## config.mk

```make
export PLATFORM = sky130hd
export DESIGN_NAME = spi_irq_bank
export DESIGN_NICKNAME = d
export VERILOG_FILES = /design/src/rtl/spi_irq_pkg.sv /design/src/rtl/spi_irq_decode.sv /design/src/rtl/spi_irq_wmark.sv /design/src/rtl/spi_irq_mask.sv /design/src/rtl/spi_irq_status.sv /design/src/rtl/spi_irq_bank.sv
export SDC_FILE = /design/constraint.sdc
export NUM_CORES = 1
export LEC_CHECK = 0
export BUFFER_PORTS_ARGS = -buffer_cell sky130_fd_sc_hd__buf_4
export CORE_ASPECT_RATIO = 0.8
export CORE_MARGIN = 2
export CORE_UTILIZATION = 41
export CTS_CLUSTER_SIZE = 28
export DETAILED_ROUTE_END_ITERATION = 8
export MAX_ROUTING_LAYER = met4
export PLACE_DENSITY = 0.83
export SYNTH_ARGS = -nofsm -noshare
export SYNTH_HDL_FRONTEND = slang
export SYNTH_SLANG_ARGS = --single-unit
```

## constraint.sdc

```tcl
create_clock -name clk -period 2.4 [get_ports clk]
set_input_delay 0.72 -clock clk [delete_from_list [all_inputs] [get_ports clk]]
set_output_delay 0.72 -clock clk [all_outputs]
set_load 0.1 [all_outputs]
```

## src/rtl/spi_irq_pkg.sv

```systemverilog
`timescale 1ns/1ps
package spi_irq_pkg;
  localparam int REG_AW  = 6;
  localparam int NUM_SRC = 7;

  localparam logic [REG_AW-1:0] OFS_STATUS = 6'h04;
  localparam logic [REG_AW-1:0] OFS_ARM    = 6'h08;
  localparam logic [REG_AW-1:0] OFS_DISARM = 6'h0C;
  localparam logic [REG_AW-1:0] OFS_MASK   = 6'h10;
  localparam logic [REG_AW-1:0] OFS_RXDATA = 6'h20;
  localparam logic [REG_AW-1:0] OFS_WMARK  = 6'h28;

  localparam int B_MODF   = 1;
  localparam int B_TXLOW  = 2;
  localparam int B_TXFULL = 3;
  localparam int B_RXNE   = 4;

  // any armed source active
  function automatic logic irq_pending(input logic [NUM_SRC-1:0] sts,
                                       input logic [NUM_SRC-1:0] msk);
    return |(sts & msk);
  endfunction

  // low-water condition of the transmit FIFO
  function automatic logic below_mark(input logic [7:0] lvl,
                                      input logic [7:0] mark);
    return lvl < mark;
  endfunction
endpackage

```

## src/rtl/spi_irq_decode.sv

```systemverilog
`timescale 1ns/1ps
module spi_irq_decode
  import spi_irq_pkg::*;
#(
  parameter int DATA_W = 32,
  parameter int LVL_W  = 8
) (
  input  logic                  reg_wr,
  input  logic                  reg_rd,
  input  logic [REG_AW-1:0]     reg_addr,
  input  logic [NUM_SRC-1:0]    status_word,
  input  logic [NUM_SRC-1:0]    mask_word,
  input  logic [LVL_W-1:0]      wmark_word,
  input  logic [7:0]            rx_byte,
  output logic                  wr_status,
  output logic                  wr_arm,
  output logic                  wr_disarm,
  output logic                  wr_wmark,
  output logic                  rx_pop,
  output logic [DATA_W-1:0]     reg_rdata
);
  assign wr_status = reg_wr && (reg_addr == OFS_STATUS);
  assign wr_arm    = reg_wr && (reg_addr == OFS_ARM);
  assign wr_disarm = reg_wr && (reg_addr == OFS_DISARM);
  assign wr_wmark  = reg_wr && (reg_addr == OFS_WMARK);
  assign rx_pop    = reg_rd && (reg_addr == OFS_RXDATA);

  always_comb begin
    reg_rdata = '0;
    if (reg_rd) begin
      case (reg_addr)
        OFS_STATUS: reg_rdata[NUM_SRC-1:0] = status_word;
        OFS_MASK:   reg_rdata[NUM_SRC-1:0] = mask_word;
        OFS_WMARK:  reg_rdata[LVL_W-1:0]   = wmark_word;
        OFS_RXDATA: reg_rdata[7:0]         = rx_byte;
        default:    reg_rdata = '0;
      endcase
    end
  end
endmodule

```

## src/rtl/spi_irq_wmark.sv

```systemverilog
`timescale 1ns/1ps
module spi_irq_wmark #(
  parameter int LVL_W     = 8,
  parameter int RESET_VAL = 1
) (
  input  logic             clk,
  input  logic             rst_n,
  input  logic             wr_en,
  input  logic [LVL_W-1:0] wdata,
  output logic [LVL_W-1:0] mark
);
  always_ff @(posedge clk) begin
    if (!rst_n)     mark <= LVL_W'(RESET_VAL);
    else if (wr_en) mark <= wdata;
  end

  AST_WMARK_LOAD: assert property (@(posedge clk) disable iff (!rst_n)
    wr_en |=> mark == $past(wdata)) else $error("watermark load");
endmodule

```

## src/rtl/spi_irq_mask.sv

```systemverilog
`timescale 1ns/1ps
module spi_irq_mask
  import spi_irq_pkg::*;
(
  input  logic               clk,
  input  logic               rst_n,
  input  logic               arm_en,
  input  logic               disarm_en,
  input  logic [NUM_SRC-1:0] bits,
  output logic [NUM_SRC-1:0] mask
);
  for (genvar b = 0; b < NUM_SRC; b++) begin : g_bit
    always_ff @(posedge clk) begin
      if (!rst_n)                      mask[b] <= 1'b0;
      else if (arm_en && bits[b])      mask[b] <= 1'b1;
      else if (disarm_en && bits[b])   mask[b] <= 1'b0;
    end
  end

  AST_ARM_SETS: assert property (@(posedge clk) disable iff (!rst_n)
    arm_en |=> (mask & $past(bits)) == $past(bits)) else $error("arm");
  AST_DISARM_CLEARS: assert property (@(posedge clk) disable iff (!rst_n)
    disarm_en |=> (mask & $past(bits)) == '0) else $error("disarm");
  AST_MASK_HOLDS: assert property (@(posedge clk) disable iff (!rst_n)
    !arm_en && !disarm_en |=> $stable(mask)) else $error("mask hold");
endmodule

```

## src/rtl/spi_irq_status.sv

```systemverilog
`timescale 1ns/1ps
module spi_irq_status
  import spi_irq_pkg::*;
#(
  parameter int LVL_W      = 8,
  parameter int FIFO_DEPTH = 128
) (
  input  logic               clk,
  input  logic               rst_n,
  input  logic               mode_fault_evt,
  input  logic [LVL_W-1:0]   tx_level,
  input  logic [LVL_W-1:0]   rx_level,
  input  logic [LVL_W-1:0]   mark,
  input  logic               ack_en,
  input  logic               ack_modf,
  input  logic               ack_txlow,
  output logic [NUM_SRC-1:0] status
);
  logic sticky_modf, sticky_txlow;
  logic below_now, below_prev;
  logic txlow_evt;        // condition entered this cycle
  logic txfull_live, rxne_live;

  assign below_now   = below_mark(tx_level, mark);
  assign txlow_evt   = below_now && !below_prev;
  assign txfull_live = (tx_level == LVL_W'(FIFO_DEPTH));
  assign rxne_live   = (rx_level != '0);

  always_ff @(posedge clk) begin
    if (!rst_n) begin
      below_prev   <= 1'b1;
      sticky_modf  <= 1'b0;
      sticky_txlow <= 1'b0;
    end else begin
      below_prev <= below_now;
      if (mode_fault_evt)              sticky_modf <= 1'b1;
      else if (ack_en && ack_modf)     sticky_modf <= 1'b0;
      if (txlow_evt)                   sticky_txlow <= 1'b1;
      else if (ack_en && ack_txlow)    sticky_txlow <= 1'b0;
    end
  end

  always_comb begin
    status           = '0;
    status[B_MODF]   = sticky_modf;
    status[B_TXLOW]  = sticky_txlow;
    status[B_TXFULL] = txfull_live;
    status[B_RXNE]   = rxne_live;
  end

  AST_MODF_EVT_WINS: assert property (@(posedge clk) disable iff (!rst_n)
    mode_fault_evt |=> status[B_MODF]) else $error("modf event");
  AST_MODF_STICKY: assert property (@(posedge clk) disable iff (!rst_n)
    status[B_MODF] && !(ack_en && ack_modf) |=> status[B_MODF]) else $error("modf sticky");
  AST_TXLOW_EVT_WINS: assert property (@(posedge clk) disable iff (!rst_n)
    txlow_evt |=> status[B_TXLOW]) else $error("txlow event");
  AST_TXLOW_ACK: assert property (@(posedge clk) disable iff (!rst_n)
    ack_en && ack_txlow && !txlow_evt |=> !status[B_TXLOW]) else $error("txlow ack");
endmodule

```

## src/rtl/spi_irq_bank.sv

```systemverilog
`timescale 1ns/1ps
module spi_irq_bank
  import spi_irq_pkg::*;
#(
  parameter int DATA_W     = 32,
  parameter int FIFO_DEPTH = 128,
  parameter int WMARK_RST  = 1
) (
  input  logic              clk,
  input  logic              rst_n,
  input  logic              reg_wr,
  input  logic              reg_rd,
  input  logic [REG_AW-1:0] reg_addr,
  input  logic [DATA_W-1:0] reg_wdata,
  output logic [DATA_W-1:0] reg_rdata,
  input  logic              mode_fault_evt,
  input  logic [7:0]        tx_level,
  input  logic [7:0]        rx_level,
  input  logic [7:0]        rx_byte,
  output logic              rx_pop,
  output logic              irq_out
);
  localparam int LVL_W = 8;

  logic               wr_status, wr_arm, wr_disarm, wr_wmark;
  logic [NUM_SRC-1:0] status_w, mask_w;
  logic [LVL_W-1:0]   mark_w;

  spi_irq_decode #(.DATA_W(DATA_W), .LVL_W(LVL_W)) u_dec (
    .reg_wr(reg_wr), .reg_rd(reg_rd), .reg_addr(reg_addr),
    .status_word(status_w), .mask_word(mask_w), .wmark_word(mark_w),
    .rx_byte(rx_byte), .wr_status(wr_status), .wr_arm(wr_arm),
    .wr_disarm(wr_disarm), .wr_wmark(wr_wmark), .rx_pop(rx_pop),
    .reg_rdata(reg_rdata)
  );

  spi_irq_wmark #(.LVL_W(LVL_W), .RESET_VAL(WMARK_RST)) u_wmark (
    .clk(clk), .rst_n(rst_n), .wr_en(wr_wmark),
    .wdata(reg_wdata[LVL_W-1:0]), .mark(mark_w)
  );

  spi_irq_mask u_mask (
    .clk(clk), .rst_n(rst_n), .arm_en(wr_arm), .disarm_en(wr_disarm),
    .bits(reg_wdata[NUM_SRC-1:0]), .mask(mask_w)
  );

  spi_irq_status #(.LVL_W(LVL_W), .FIFO_DEPTH(FIFO_DEPTH)) u_sts (
    .clk(clk), .rst_n(rst_n), .mode_fault_evt(mode_fault_evt),
    .tx_level(tx_level), .rx_level(rx_level), .mark(mark_w),
    .ack_en(wr_status), .ack_modf(reg_wdata[B_MODF]),
    .ack_txlow(reg_wdata[B_TXLOW]), .status(status_w)
  );

  assign irq_out = irq_pending(status_w, mask_w);

  AST_IRQ_NEEDS_ARMED: assert property (@(posedge clk) disable iff (!rst_n)
    irq_out |-> mask_w != '0) else $error("irq without mask");
  AST_IRQ_NEEDS_SOURCE: assert property (@(posedge clk) disable iff (!rst_n)
    irq_out |-> status_w != '0) else $error("irq without source");
endmodule

```

==> summary.txt <==
Layout
  • Proportion of layout cells with a drive suffix above 1: between 50 and 60%
  • Nets: 328
  • Ant diodes: 0
  • Synth-to-layout area growth: 70.8%

Critical path
  • Critical Path Fanout Max: 6
  • Crit-path slowest cell: nor4b_4
  • Crit Path Class: in -> out
  • CP Cell Sequence: buf_12, nor4b_4, and2_4, a22oi_2, a21oi_2, buf_8
  • Setup crit end kind: output pin
  • Worst EP required: between 1.5 and 2 ns
  • CP peak stage delay: around 0.33 ns
  • CP arrival: 1.91 ns
  • Worst setup SP type: input pin

Timing
  • Fin crit share: 110%
  • Setup ws final: -0.232 ns
  • Final Hold Viols: 0
  • Clk_skew: just under 0.002 ns
  • Slew of the pin with the lowest slew margin: 0.531 ns
  • F_max: between 300 and 400 MHz
  • Worst hold margin: roughly 0.5 ns
  • RSZ-0062 raised after global routing: yes
  • Final Max Slew Viols: 0
  • Final setup fails: 10
  • Tmin final: ~2.6 ns
  • Slew HR: between 60 and 70%

Floorplan
  • Die height: between 50 and 60 um
  • I/O pin count: around 100
  • Chip Width: 69.8 um
  • Starting Density: 42.0%
  • CORE AREA: between 0.003 and 0.004 sq mm
  • Num rows: 19
  • Die area: 0.00395 sq mm

Route
  • Vias: ~1,700
  • Iter 0 DRT Violations: ~110
  • DRT antenna net count: 0
  • Vias/cell: 5.69
  • Post-DR wirelength/cell: 17.7 um
  • Routed WL: around 5.2 mm
  • Remaining DRCs: 0
  • Router iterations before antenna repair: 4

Global routing
  • Grt total ovfl: 0
  • GR Util All Layers: 26.3%
  • Initial antenna violation count: 0
  • Pin count of the biggest net entering global routing: 13
  • First-pass GRT wire length: 7.97 mm
  • Vias in the first global route: 1,694

Flow run
  • Max cap viols: 0

Power and ir drop
  • P_sw: approximately 0.00037 W
  • Pwr Total: between 0.0009 and 0.001 W
  • Cell Pwr Density: 385 mW/mm^2
  • Switching share of power: ~40%
  • Leak: around 0.98 nW
  • Worst VDD drop: approximately 0.00021 V
  • Logic pwr share: roughly two fifths
  • Cell-internal power: around 0.00056 W
  • Clk network pwr share: between 20 and 30%
  • Sequential share of power: 33.0%

Logic synthesis
  • Synth unique cells: between 40 and 50
  • Synth Area in Compound Gates: 26.2%
  • Post-synthesis simple-gate area fraction: between 20% and 30%
  • Synth Register Bits: 18
  • Synthesized cell area: around 0.0014 sq mm
  • YS warnings: 0
  • Largest family of logic cells by synthesized area: compound AO/OA/AOI/OAI gates
  • Syn_area_per_cell: a little over 8 sq um
  • XOR/XNOR share of the synthesized area: 0%
  • Mapped Cells: roughly 170
  • Sequential-to-total area share from yosys stat: between 20 and 30%
  • Adder and majority gate portion of the synthesized area: under 10%
  • Multiplexer area fraction after synthesis: 0%

Outcome
  • Violated checks: negative setup slack
  • Outcome: finished, violations left

Clock network
  • Max clock buf depth: 2
  • CTS tree: built
  • Clock sink count: 18
  • CTS H-tree depth: 1
  • Clk pin slew, worst setup/hold paths: around 0.07 ns
  • Worst skew pair latency: roughly 0.26 ns
  • Total CTS buffers: 3
  • CTS root buf: clkbuf_8

Placed design
  • PortBufs: 52
  • Routability cong.: just under 0.9
  • Final HPWL DP: approximately 3.4 mm

Hold path
  • Hold crit path type: reg -> reg
sequential cells by signal, indices dropped and copies added (netlist names):
register and cells:
u_wmark.mark 8, u_sts.sticky_txlow 1, u_sts.below_prev 1, u_mask.mask 7, u_sts.sticky_modf 1
cells in the mapped netlist (all sizes together):
library cell / instances / area [sq um]
buf: 31 / 245
dfxtp: 18 / 360
nand2: 16 / 60.1
a21oi: 12 / 60.1
nand3: 11 / 60.1
inv: 9 / 33.8
a31oi: 8 / 50.1
a22o: 7 / 61.3
a22oi: 7 / 52.6
a311oi: 7 / 61.3
ha: 7 / 87.6
nor2: 7 / 28.8
nor4: 4 / 40.0
nor2b: 3 / 21.3
and2: 2 / 13.8
and3: 2 / 12.5
clkbuf: 2 / 7.51
nand2b: 2 / 12.5
nand4: 2 / 12.5
nor3: 2 / 15.0
a211o: 1 / 8.76
a21o: 1 / 7.51
a222oi: 1 / 10.0
a32o: 1 / 10.0
a32oi: 1 / 8.76
a41oi: 1 / 8.76
and4b: 1 / 10.0
conb: 1 / 3.75
nor3b: 1 / 7.51
nor4b: 1 / 15.0
o211ai: 1 / 7.51
o21ai: 1 / 5.00
o21ba: 1 / 10.0
o311a: 1 / 10.0
layout by cell type (no fill, tap or decap), drive strengths merged, types with 7 or more instances in the layout:
master / Yosys / final
a22oi: 7 / 7
nand3: 11 / 11
ha: 7 / 7
a22o: 7 / 7
inv: 9 / 9
buf: 31 / 86
nand2: 16 / 16
a311oi: 7 / 7
a31oi: 8 / 8
nor2: 7 / 7
a21oi: 12 / 12
dfxtp: 18 / 18
conb: 1 / 24
power by group through the flow:
| stage | clock [W] | combinational, W | sequential, W |
|---|---|---|---|
| after floorplan | 0 | 0.000253 | 0.000313 |
| after global placement | 0 | 0.000322 | 0.000314 |
| after detailed placement | 0 | 0.000327 | 0.000314 |
| after CTS | 0.000254 | 0.000352 | 0.000307 |
| after global routing | 0.000269 | 0.000380 | 0.000308 |
| final | 0.000258 | 0.000367 | 0.000308 |
stage by stage:
| step | TNS (ns) | setup WS (ns) | util, % | cell area (sq um) | std cells |
|---|---|---|---|---|---|
| final | -1.97 | -0.232 | 71.8 | 2420 | 295 |
| after global routing | -2.38 | -0.275 | 71.8 | 2420 | 295 |
| after CTS | -1.73 | -0.232 | 70.5 | 2380 | 294 |
| after detailed placement | -3.53 | -0.406 | 58.6 | 1980 | 287 |
| after global placement | -3.28 | -0.370 | 58.6 | 1980 | 287 |
| after floorplan | -4.17 | -0.618 | - | 1570 | 196 |
path summary, 6_finish.rpt:
kind	from	to	slack, ns	cells after the start
hold / removal	u_wmark.mark[5]	u_wmark.mark[5]	0.50	2
setup reg to reg	u_wmark.mark[7]	u_sts.sticky_txlow	0.74	5
hold reg to reg	u_wmark.mark[5]	u_wmark.mark[5]	0.50	2
setup / recovery	reg_addr[4]	reg_rdata[1]	-0.23	6
layer usage:
metal / vias up / track usage, % / share of wire, %
met1: 802 / 30.3 / 39
met3: 18 / 5.75 / 7.9
met4: 0 / 8.52 / 2.8
li1: 756 / - / -
met5: - / - / 0
met2: 103 / 45.7 / 51
kinds of logic (layout without fill, tap and decap cells):
group,Yosys count,in the layout
buffers and inverters,42,99
flip-flops,18,18
AND/OR/NAND/NOR,54,54
adder cells (fa/ha/maj),7,7
other,1,24
AO/OA/AOI/OAI,51,51
critical path, delay by kind of cell:
kind	cells	cell delay, ns
buf+inv	2	0.32
compound gates	2	0.28
simple gates	2	0.59
repair_timing:
item	4_1_cts	5_1_grt
gates resized for setup	76	6
endpoints found under the hold margin	0	0
setup buffers	2	1
gates cloned	1	0
endpoints found under the setup margin	10	10
pin swaps	26	11
hold buffers	0	0
final cells by class:
class                   instances  area [sq um]
well taps                      42          52.6
inverters                       9          33.8
repair buffers                 86           842
flip-flops and latches         18           360
fillers                       231           952
multi-input cells             136          1080
clock buffers                   4          55.1
No activity file was read; power rests on OpenSTA's default activity.
